<file path="src/rtl/pll_reseq_pkg.sv">
// Package: shared types for the PLL reconfiguration sequencer.
// Assumes: one step command is active per cycle.
package pll_reseq_pkg;

    typedef enum logic [3:0] {
        ST_IDLE,
        ST_BYP,
        ST_PDN,
        ST_DMAX,
        ST_MUL,
        ST_PUP,
        ST_LOCK,
        ST_UNB,
        ST_FDIV
    } step_e;

    typedef struct packed {
        logic accept;
        logic set_byp;
        logic set_pdn;
        logic set_dmax;
        logic set_mul;
        logic clr_pdn;
        logic clr_byp;
        logic set_fdiv;
        logic fail;
    } step_cmd_t;

endpackage

</file>
<file path="src/rtl/pll_lock_sync.sv">
// Module: pll_lock_sync
// Brings the asynchronous lock indication into the clock domain through
// a chain of STAGES flops. Assumes lock_i is a level that is stable for
// several cycles when it changes.
module pll_lock_sync #(
    parameter int STAGES = 2
) (
    input  logic clk,
    input  logic rst_n,
    input  logic lock_i,
    output logic lock_s_o
);

    logic [STAGES-1:0] chain_q;

    // Shift the lock level through the synchronizer chain.
    always_ff @(posedge clk) begin
        if (!rst_n) begin
            chain_q <= '0;
        end else begin
            chain_q <= {chain_q[STAGES-2:0], lock_i};
        end
    end

    assign lock_s_o = chain_q[STAGES-1];

endmodule

</file>
<file path="src/rtl/pll_lock_timer.sv">
// Module: pll_lock_timer
// Counts cycles spent in the lock wait. It flags when the settle window
// has passed and when the programmed timeout has been reached.
// Assumes run_i is held high for the whole wait and low otherwise.
module pll_lock_timer #(
    parameter int TMO_W      = 16,
    parameter int SETTLE_CYC = 4
) (
    input  logic             clk,
    input  logic             rst_n,
    input  logic             run_i,
    input  logic [TMO_W-1:0] tmo_i,
    output logic             settled_o,
    output logic             expired_o
);

    localparam logic [TMO_W-1:0] CNT_MAX    = '1;
    localparam logic [TMO_W-1:0] SETTLE_VAL = TMO_W'(SETTLE_CYC);

    logic [TMO_W-1:0] cnt_q;

    // Clear outside the wait, count (saturating) inside it.
    always_ff @(posedge clk) begin
        if (!rst_n) begin
            cnt_q <= '0;
        end else if (!run_i) begin
            cnt_q <= '0;
        end else if (cnt_q != CNT_MAX) begin
            cnt_q <= cnt_q + 1'b1;
        end
    end

    assign settled_o = run_i && (cnt_q >= SETTLE_VAL);
    assign expired_o = run_i && (cnt_q == tmo_i);

endmodule

</file>
<file path="src/rtl/pll_step_fsm.sv">
// Module: pll_step_fsm
// Walks the fixed step order and issues one step command per cycle.
// Assumes the output registers act on each command at the next edge.
// The power-down step is taken only when pd_i is set.
module pll_step_fsm
    import pll_reseq_pkg::*;
(
    input  logic      clk,
    input  logic      rst_n,
    input  logic      start_i,
    input  logic      grant_i,
    input  logic      pd_i,
    input  logic      lock_s_i,
    input  logic      settled_i,
    input  logic      expired_i,
    output step_cmd_t cmd_o,
    output logic      wait_o,
    output logic      busy_o
);

    step_e state_q;
    step_e state_d;
    logic  lock_ok;

    assign lock_ok = lock_s_i && settled_i;

    // Next-state and command decode for the current step.
    always_comb begin
        state_d = state_q;
        cmd_o   = '0;
        unique case (state_q)
            ST_IDLE: begin
                if (start_i && grant_i) begin
                    cmd_o.accept = 1'b1;
                    state_d      = ST_BYP;
                end
            end
            ST_BYP: begin
                cmd_o.set_byp = 1'b1;
                state_d       = pd_i ? ST_PDN : ST_DMAX;
            end
            ST_PDN: begin
                cmd_o.set_pdn = 1'b1;
                state_d       = ST_DMAX;
            end
            ST_DMAX: begin
                cmd_o.set_dmax = 1'b1;
                state_d        = ST_MUL;
            end
            ST_MUL: begin
                cmd_o.set_mul = 1'b1;
                state_d       = ST_PUP;
            end
            ST_PUP: begin
                cmd_o.clr_pdn = 1'b1;
                state_d       = ST_LOCK;
            end
            ST_LOCK: begin
                if (lock_ok) begin
                    state_d = ST_UNB;
                end else if (expired_i) begin
                    cmd_o.fail = 1'b1;
                    state_d    = ST_IDLE;
                end
            end
            ST_UNB: begin
                cmd_o.clr_byp = 1'b1;
                state_d       = ST_FDIV;
            end
            ST_FDIV: begin
                cmd_o.set_fdiv = 1'b1;
                state_d        = ST_IDLE;
            end
            default: state_d = ST_IDLE;
        endcase
    end

    // Advance the step register.
    always_ff @(posedge clk) begin
        if (!rst_n) begin
            state_q <= ST_IDLE;
        end else begin
            state_q <= state_d;
        end
    end

    assign wait_o = (state_q == ST_LOCK);
    assign busy_o = (state_q != ST_IDLE);

endmodule

</file>
<file path="src/rtl/pll_out_regs.sv">
// Module: pll_out_regs
// Holds the captured request and the registered control outputs. Each
// step command changes exactly one control at the next edge.
// Assumes at most one command bit is set per cycle.
module pll_out_regs
    import pll_reseq_pkg::*;
#(
    parameter int MULT_W = 8,
    parameter int DIV_W  = 4,
    parameter int TMO_W  = 16,
    parameter logic [MULT_W-1:0] MULT_RST = 1,
    parameter logic [DIV_W-1:0]  DIV_RST  = 0
) (
    input  logic              clk,
    input  logic              rst_n,
    input  step_cmd_t         cmd_i,
    input  logic              pd_req_i,
    input  logic [MULT_W-1:0] mult_i,
    input  logic [DIV_W-1:0]  div_i,
    input  logic [TMO_W-1:0]  tmo_i,
    output logic              pd_q_o,
    output logic [TMO_W-1:0]  tmo_q_o,
    output logic              bypass_o,
    output logic              pwrdn_o,
    output logic [MULT_W-1:0] mult_o,
    output logic [DIV_W-1:0]  div_o,
    output logic              done_o,
    output logic              err_o
);

    localparam logic [DIV_W-1:0] DIV_MAX = '1;

    logic [MULT_W-1:0] mult_req_q;
    logic [DIV_W-1:0]  div_req_q;

    // Capture the request fields at the accepting edge.
    always_ff @(posedge clk) begin
        if (!rst_n) begin
            pd_q_o     <= 1'b0;
            tmo_q_o    <= '0;
            mult_req_q <= MULT_RST;
            div_req_q  <= DIV_RST;
        end else if (cmd_i.accept) begin
            pd_q_o     <= pd_req_i;
            tmo_q_o    <= tmo_i;
            mult_req_q <= mult_i;
            div_req_q  <= div_i;
        end
    end

    // Bypass control: set at the first step, cleared after lock.
    always_ff @(posedge clk) begin
        if (!rst_n) begin
            bypass_o <= 1'b0;
        end else if (cmd_i.set_byp) begin
            bypass_o <= 1'b1;
        end else if (cmd_i.clr_byp) begin
            bypass_o <= 1'b0;
        end
    end

    // Power-down control: set on the optional step, cleared at power-on.
    always_ff @(posedge clk) begin
        if (!rst_n) begin
            pwrdn_o <= 1'b0;
        end else if (cmd_i.set_pdn) begin
            pwrdn_o <= 1'b1;
        end else if (cmd_i.clr_pdn) begin
            pwrdn_o <= 1'b0;
        end
    end

    // Multiplier control: loads the captured value at its step.
    always_ff @(posedge clk) begin
        if (!rst_n) begin
            mult_o <= MULT_RST;
        end else if (cmd_i.set_mul) begin
            mult_o <= mult_req_q;
        end
    end

    // Divider control: slowest setting first, final value last.
    always_ff @(posedge clk) begin
        if (!rst_n) begin
            div_o <= DIV_RST;
        end else if (cmd_i.set_dmax) begin
            div_o <= DIV_MAX;
        end else if (cmd_i.set_fdiv) begin
            div_o <= div_req_q;
        end
    end

    // Completion pulse and sticky timeout flag.
    always_ff @(posedge clk) begin
        if (!rst_n) begin
            done_o <= 1'b0;
            err_o  <= 1'b0;
        end else begin
            done_o <= cmd_i.set_fdiv;
            if (cmd_i.accept) begin
                err_o <= 1'b0;
            end else if (cmd_i.fail) begin
                err_o <= 1'b1;
            end
        end
    end

endmodule

</file>
<file path="src/rtl/pll_reseq.sv">
// Module: pll_reseq (top)
// PLL reconfiguration sequencer. Links the lock synchronizer, the
// lock-wait timer, the step state machine and the output registers.
// Assumes ownership of the clock registers is signalled on grant_i and
// that lock_i comes from another timing domain.
module pll_reseq
    import pll_reseq_pkg::*;
#(
    parameter int MULT_W      = 8,
    parameter int DIV_W       = 4,
    parameter int TMO_W       = 16,
    parameter int SYNC_STAGES = 2,
    parameter int SETTLE_CYC  = 4,
    parameter logic [MULT_W-1:0] MULT_RST = 1,
    parameter logic [DIV_W-1:0]  DIV_RST  = 0
) (
    input  logic              clk,
    input  logic              rst_n,
    input  logic              start_i,
    input  logic              grant_i,
    input  logic              pd_req_i,
    input  logic [MULT_W-1:0] mult_i,
    input  logic [DIV_W-1:0]  div_i,
    input  logic [TMO_W-1:0]  tmo_i,
    input  logic              lock_i,
    output logic              pll_bypass_o,
    output logic              pll_pwrdn_o,
    output logic [MULT_W-1:0] pll_mult_o,
    output logic [DIV_W-1:0]  clk_div_o,
    output logic              busy_o,
    output logic              done_o,
    output logic              err_tmo_o
);

    step_cmd_t        cmd;
    logic             lock_s;
    logic             settled;
    logic             expired;
    logic             in_wait;
    logic             pd_q;
    logic [TMO_W-1:0] tmo_q;

    pll_lock_sync #(
        .STAGES (SYNC_STAGES)
    ) u_sync (
        .clk      (clk),
        .rst_n    (rst_n),
        .lock_i   (lock_i),
        .lock_s_o (lock_s)
    );

    pll_lock_timer #(
        .TMO_W      (TMO_W),
        .SETTLE_CYC (SETTLE_CYC)
    ) u_timer (
        .clk       (clk),
        .rst_n     (rst_n),
        .run_i     (in_wait),
        .tmo_i     (tmo_q),
        .settled_o (settled),
        .expired_o (expired)
    );

    pll_step_fsm u_fsm (
        .clk       (clk),
        .rst_n     (rst_n),
        .start_i   (start_i),
        .grant_i   (grant_i),
        .pd_i      (pd_q),
        .lock_s_i  (lock_s),
        .settled_i (settled),
        .expired_i (expired),
        .cmd_o     (cmd),
        .wait_o    (in_wait),
        .busy_o    (busy_o)
    );

    pll_out_regs #(
        .MULT_W   (MULT_W),
        .DIV_W    (DIV_W),
        .TMO_W    (TMO_W),
        .MULT_RST (MULT_RST),
        .DIV_RST  (DIV_RST)
    ) u_regs (
        .clk      (clk),
        .rst_n    (rst_n),
        .cmd_i    (cmd),
        .pd_req_i (pd_req_i),
        .mult_i   (mult_i),
        .div_i    (div_i),
        .tmo_i    (tmo_i),
        .pd_q_o   (pd_q),
        .tmo_q_o  (tmo_q),
        .bypass_o (pll_bypass_o),
        .pwrdn_o  (pll_pwrdn_o),
        .mult_o   (pll_mult_o),
        .div_o    (clk_div_o),
        .done_o   (done_o),
        .err_o    (err_tmo_o)
    );

endmodule

</file>
<file path="config.mk">
export PLATFORM = sky130hd
export DESIGN_NAME = pll_reseq
export DESIGN_NICKNAME = d
export VERILOG_FILES = /design/src/rtl/pll_reseq_pkg.sv /design/src/rtl/pll_lock_sync.sv /design/src/rtl/pll_lock_timer.sv /design/src/rtl/pll_step_fsm.sv /design/src/rtl/pll_out_regs.sv /design/src/rtl/pll_reseq.sv
export SDC_FILE = /design/constraint.sdc
export NUM_CORES = 1
export LEC_CHECK = 0
export BUFFER_PORTS_ARGS = -buffer_cell sky130_fd_sc_hd__buf_2
export CORE_ASPECT_RATIO = 0.5
export CORE_MARGIN = 10
export CORE_UTILIZATION = 30
export CTS_CLUSTER_DIAMETER = 30
export DETAILED_ROUTE_END_ITERATION = 8
export MAX_ROUTING_LAYER = met4
export PLACE_DENSITY_LB_ADDON = 0.08
export SLEW_MARGIN = 20
export SYNTH_ARGS = -nofsm -noshare
export SYNTH_HDL_FRONTEND = slang
export SYNTH_SLANG_ARGS = --single-unit
</file>
<file path="constraint.sdc">
create_clock -name clk -period 2 [get_ports clk]
set_input_delay 0.3 -clock clk [delete_from_list [all_inputs] [get_ports clk]]
set_output_delay 0.3 -clock clk [all_outputs]
set_load 0.005 [all_outputs]
</file>
# Word level (Yosys, flattened, before mapping)
# Cells that the tools add are included.
# Widths: inputs -> output; s select.
[totals] regBits=67 in_bits=34 out_inout_bits=17 word_cells=63
[op_classes] add_sub_neg=1 n_lt_le_gt_ge=1 eq_ne=12 n_mux=23 n_bitwise=1 n_reduce_logical=12
[ops] op="$pmux 4 s8" n=1
[ops] op="$mux 4" n=5
[ops] op="$mux 1" n=17
[ops] op="$add 16x1->16 const B" n=1
[ops] op="$eq 16x16->1" n=1
[ops] op="$eq 4x3->1 const B" n=4
[ops] op="$ge 16x3->1 const B" n=1
[ops] op="$ne 16x16->1 const B" n=1
[ops] op="$eq 4x2->1 const B" n=2
[ops] op="$reduce_bool 2->1" n=3
[ops] op="$eq 4x1->1 const B" n=1
[ops] op="$eq 4x4->1 const B" n=1
[ops] op="$logic_and 1x1->1" n=4
[ops] op="$logic_not 4->1" n=1
[ops] op="$reduce_and 2->1" n=2
[ops] op="$reduce_bool 4->1" n=1
[ops] op="$ne 3x2->1 const B" n=1
[ops] op="$ne 2x1->1 const B" n=1
[ops] op="$reduce_or 2->1" n=1
[ops] op="$not 1->1" n=1

# Logic depth before layout (Yosys ltp)
[logic_depth] depth_word=5 depth_mapped=7 ltp_nobuf=6

# By module
# A second synthesis with hierarchy kept.
[hier_totals] cells_unflattened=310 area_unflattened_um2=3090.5
[modules_own_cells] mod="pll_out_regs" n_inst=1 cells_each=144 area_each_um2=1725.4 seq_area_each_um2=900.9
[modules_own_cells] mod="pll_lock_timer" n_inst=1 cells_each=127 area_each_um2=1042.2 seq_area_each_um2=320.3
[modules_own_cells] mod="pll_step_fsm" n_inst=1 cells_each=35 area_each_um2=270.3 seq_area_each_um2=80.1
[modules_own_cells] mod="pll_lock_sync" n_inst=1 cells_each=4 area_each_um2=52.6 seq_area_each_um2=40.0

# Worst setup path after synthesis
# Ideal clock, no wire load.
[synth_path] path_kind="register to register" from="register u_timer.cnt_q[0]" to="register u_timer.cnt_q[5]" setup_time_ns=0.128 t_arrival_ns=1.425 t_required_ns=1.872 slack_ns=0.448 path_stages_with_launch=8 n_path_buf=1 period_less_slack_ns=1.552 path_cell_list="dfxtp_1 ha_1 and3_4 and4_1 buf_2 a211oi_2 xnor2_1 nor2_1"
[synth_via] elab_chain_cells=1 word_cells_on_any_way=2 classes_between="add/sub (1); eq/ne (1)"
[synth_lines] element="start: declaration" line_no="pll_lock_timer.sv:20" text="logic [TMO_W-1:0] cnt_q;"
[synth_lines] element="start signal: assignment" line_no="pll_lock_timer.sv:29" text="cnt_q <= cnt_q + 1'b1;"
[synth_lines] element="$add 16x1->16 / $ne 16x16->1 (equally long branches)" line_no="pll_lock_timer.sv:29, pll_lock_timer.sv:28"
# Parallel ways exist; a longest one is shown, timed or not.
# A chain may end at the register's enable or synchronous reset.

# Worst setup path in the final report
[layout_path] from="register u_timer.cnt_q[0]" to="register u_timer.cnt_q[1]"
# The elaborated chain is that of the path after synthesis.

==> flow_metrics.tcl <==
set metrics [dict create \
    intPower_mw 2.454 \
    critPathLaunchType "register" \
    grt_antenna_before_repair 0 \
    final_antenna_net_count 0 \
    total_power_mw 3.199 \
    clk_path_buf_depth 2 \
    grt_util_met3_pct 4.099 \
    ir_worst_vdd_mv 0.3992 \
    critical_path.max_stage_delay_ps 420 \
    layout_common_cells "83 x nand2_1, 67 x dfxtp_1, 50 x buf_2, 29 x a21boi_1, 25 x nor2_1" \
    relSlewSlack_pct 61.97 \
    syn_inst 358 \
    p_sw_uw 744.9 \
    die-width_um 163.1 \
    final_nets 442 \
    cp_slowest_cell "dfxtp_1" \
    finalSetupTns_ps 0 \
    stdcell_area_mm2 0.003742 \
    post_cts.repair.setup_buffers 0 \
    seq_area_frac_synth_pct 43.68 \
    pin_count 51 \
    critical_path.top_delay_family "simple AND/OR/NAND/NOR gates" \
    synth_cell_type_count 44 \
    dieArea_mm2 0.01493 \
    grt_usage_pct 10.71 \
    layout_commonest_cell "nand2_1" \
    clock-root-buffer "clkbuf_16" \
    worst_pin_slew_ps 567.3 \
    synth_seq_cells 67 \
    drt_iter0_markers 137 \
    cp.required_ps 2200 \
    core_area_mm2 0.009697 \
    grt_pass1_wl_um 12590 \
    cts.sinks 67 \
    area_growth_pct 21.88 \
    path_max_fanout 8 \
    port-buffer-count 50 \
    status "finished, final reports clean" \
    syn_area_mm2 0.003070 \
    busiest_layer "met2" \
    drv_slew 0 \
    first_pass_iters 4 \
    period_share_pct 86.27 \
    p_leak_nw 1.521 \
    drv_cap 0 \
    combinationalPowerShare_pct 7.1 \
    drc 0 \
    clock_latency_ps 330 \
    grt_start_max_net_pins 30 \
    grt_use_met1_pct 13.32 \
    setup_violations 0 \
    critPathCaptureType "register" \
    clkTransAtPathRegs_ps 60 \
    syn_nets 394 \
    crit_arrival_ps 1930 \
    clock_skew_ps 5.011 \
    yosysWarningCount 0 \
    n_antenna_cell 0 \
    pwr-share-seq_pct 44.3 \
    place_congestion 0.7509 \
    fmax_mhz 579.6 \
    period_minus_slack_ps 1725 \
    path_cells "ha_1, and3_4, and4_1, nand2_1, a21oi_1, nor2_1" \
    synth_enable_flop_cells 0 \
    wl_um 7519 \
    post_drt_wl_per_cell_um 13.77 \
    ctsHoldBuffers 0 \
    die_y_um 91.54 \
    ctsResizeCount 0 \
    hold_class "in2reg" \
    p_per_area_mw_per_mm2 854.9 \
    cts_tree "done" \
    finalHoldViolCount 0 \
    rsz0062_at_grt "no" \
    grtUsageMet2_pct 15.80 \
    grt-ovfl-total 0 \
    synthArstFlopShare_pct 0 \
    cts_buffers 9 \
    utilization_pct 38.59 \
    drive_gt1_share_pct 21.65 \
    placed_area_mm2 0.003447 \
    dp_hpwl_um 5575 \
    rows 25 \
    cts.htree.levels 3 \
    start_util_pct 31.66 \
    netSwitchingFraction_pct 23.28 \
    fillCellCount 998 \
    path_buf_inv 0 \
    path_class "reg2reg" \
    grt_pass1_vias 2486 \
    via_per_inst 4.617 \
    num_vias 2521 \
    clkPwrFrac_pct 48.7 \
    synth-main-ff-cell "dfxtp_1" \
    syn_avg_cell_area_um2 8.577 \
]
==> kinds of logic (layout without fill, tap and decap cells) <==
logic type	after synthesis	after routing	share of synthesized area (%)
AOI/OAI and AO/OA	69	69	16.34
adders and majority gates	2	2	0.8149
buffers and inverters	30	83	4.523
muxes	6	6	1.956
xor gates and xnor gates	27	27	7.702
DFF	67	67	43.68
and+or+nand+nor	157	157	24.98
==> metrics by stage <==
| stage | cells | setup slack [ps] | hold slack, ps |
|---|---|---|---|
| 6_report | 546 | 274.7 | 185.9 |
| 3_3_place_gp | 530 | 311.1 | 431.2 |
| 5_1_grt | 546 | 117.7 | 181.2 |
| 2_1_floorplan | 358 | 447.5 | 411.9 |
| 4_1_cts | 546 | 274.7 | 177.7 |
| 3_5_place_dp | 530 | 288.1 | 440.1 |
==> final timing paths <==
check	endpoint	slack, ps	from	cells past startpoint
worst max-delay path	u_timer.cnt_q[1]	270	u_timer.cnt_q[0]	6
worst max register to register	u_timer.cnt_q[1]	270	u_timer.cnt_q[0]	6
worst min register to register	u_sync.chain_q[1]	450	u_sync.chain_q[0]	1
worst min-delay path	u_sync.chain_q[0]	190	lock_i	2
==> routing by layer <==
| metal | vias up | part of all wire [%] |
|---|---|---|
| met3 | 7 | 3.8 |
| met4 | 0 | 0.73 |
| met2 | 41 | 45 |
| li1 | 1293 | - |
| met5 | - | 0 |
| met1 | 1180 | 50 |
==> Yosys cell counts, types with 7 or more instances <==
library cell	count	share of area, %
and2_1	8	1.6
xor2_1	21	6.0
nand3_1	14	2.3
clkbuf_1	12	1.5
inv_1	8	0.98
a21boi_0	11	2.7
nand2_1	83	10
a21oi_1	7	1.1
o21ai_0	9	1.5
dfxtp_1	67	44
nor2_1	26	3.2
a21boi_1	29	7.1
==> sequential cells by signal, summed over array words and instances (netlist names), 2 cells and up <==
signal             flops
u_regs.div_req_q       4
u_regs.div_o           4
u_regs.mult_o          8
u_regs.tmo_q_o        16
u_regs.mult_req_q      8
u_fsm.state_q          4
u_timer.cnt_q         16
u_sync.chain_q         2
==> final cells by class <==
class	count	area, um^2	area share [%]
Multi-Input combinational cell	261	1593	42.56
Sequential cell	67	1341	35.84
Timing Repair Buffer	58	310.3	8.292
Clock buffer	10	229.0	6.118
Tap cell	135	168.9	4.514
Clock inverter	6	66.31	1.772
Inverter	9	33.78	0.9027
==> power by group through the flow <==
stage | Clock [mW] | Sequential [mW] | Combinational (mW)
after global placement | 0 | 1.44 | 0.227
after global routing | 1.67 | 1.42 | 0.259
after detailed placement | 0 | 1.45 | 0.232
after CTS | 1.60 | 1.42 | 0.233
final | 1.56 | 1.42 | 0.226
after floorplan | 0 | 1.44 | 0.148
Power figures use the tool's default switching activity.
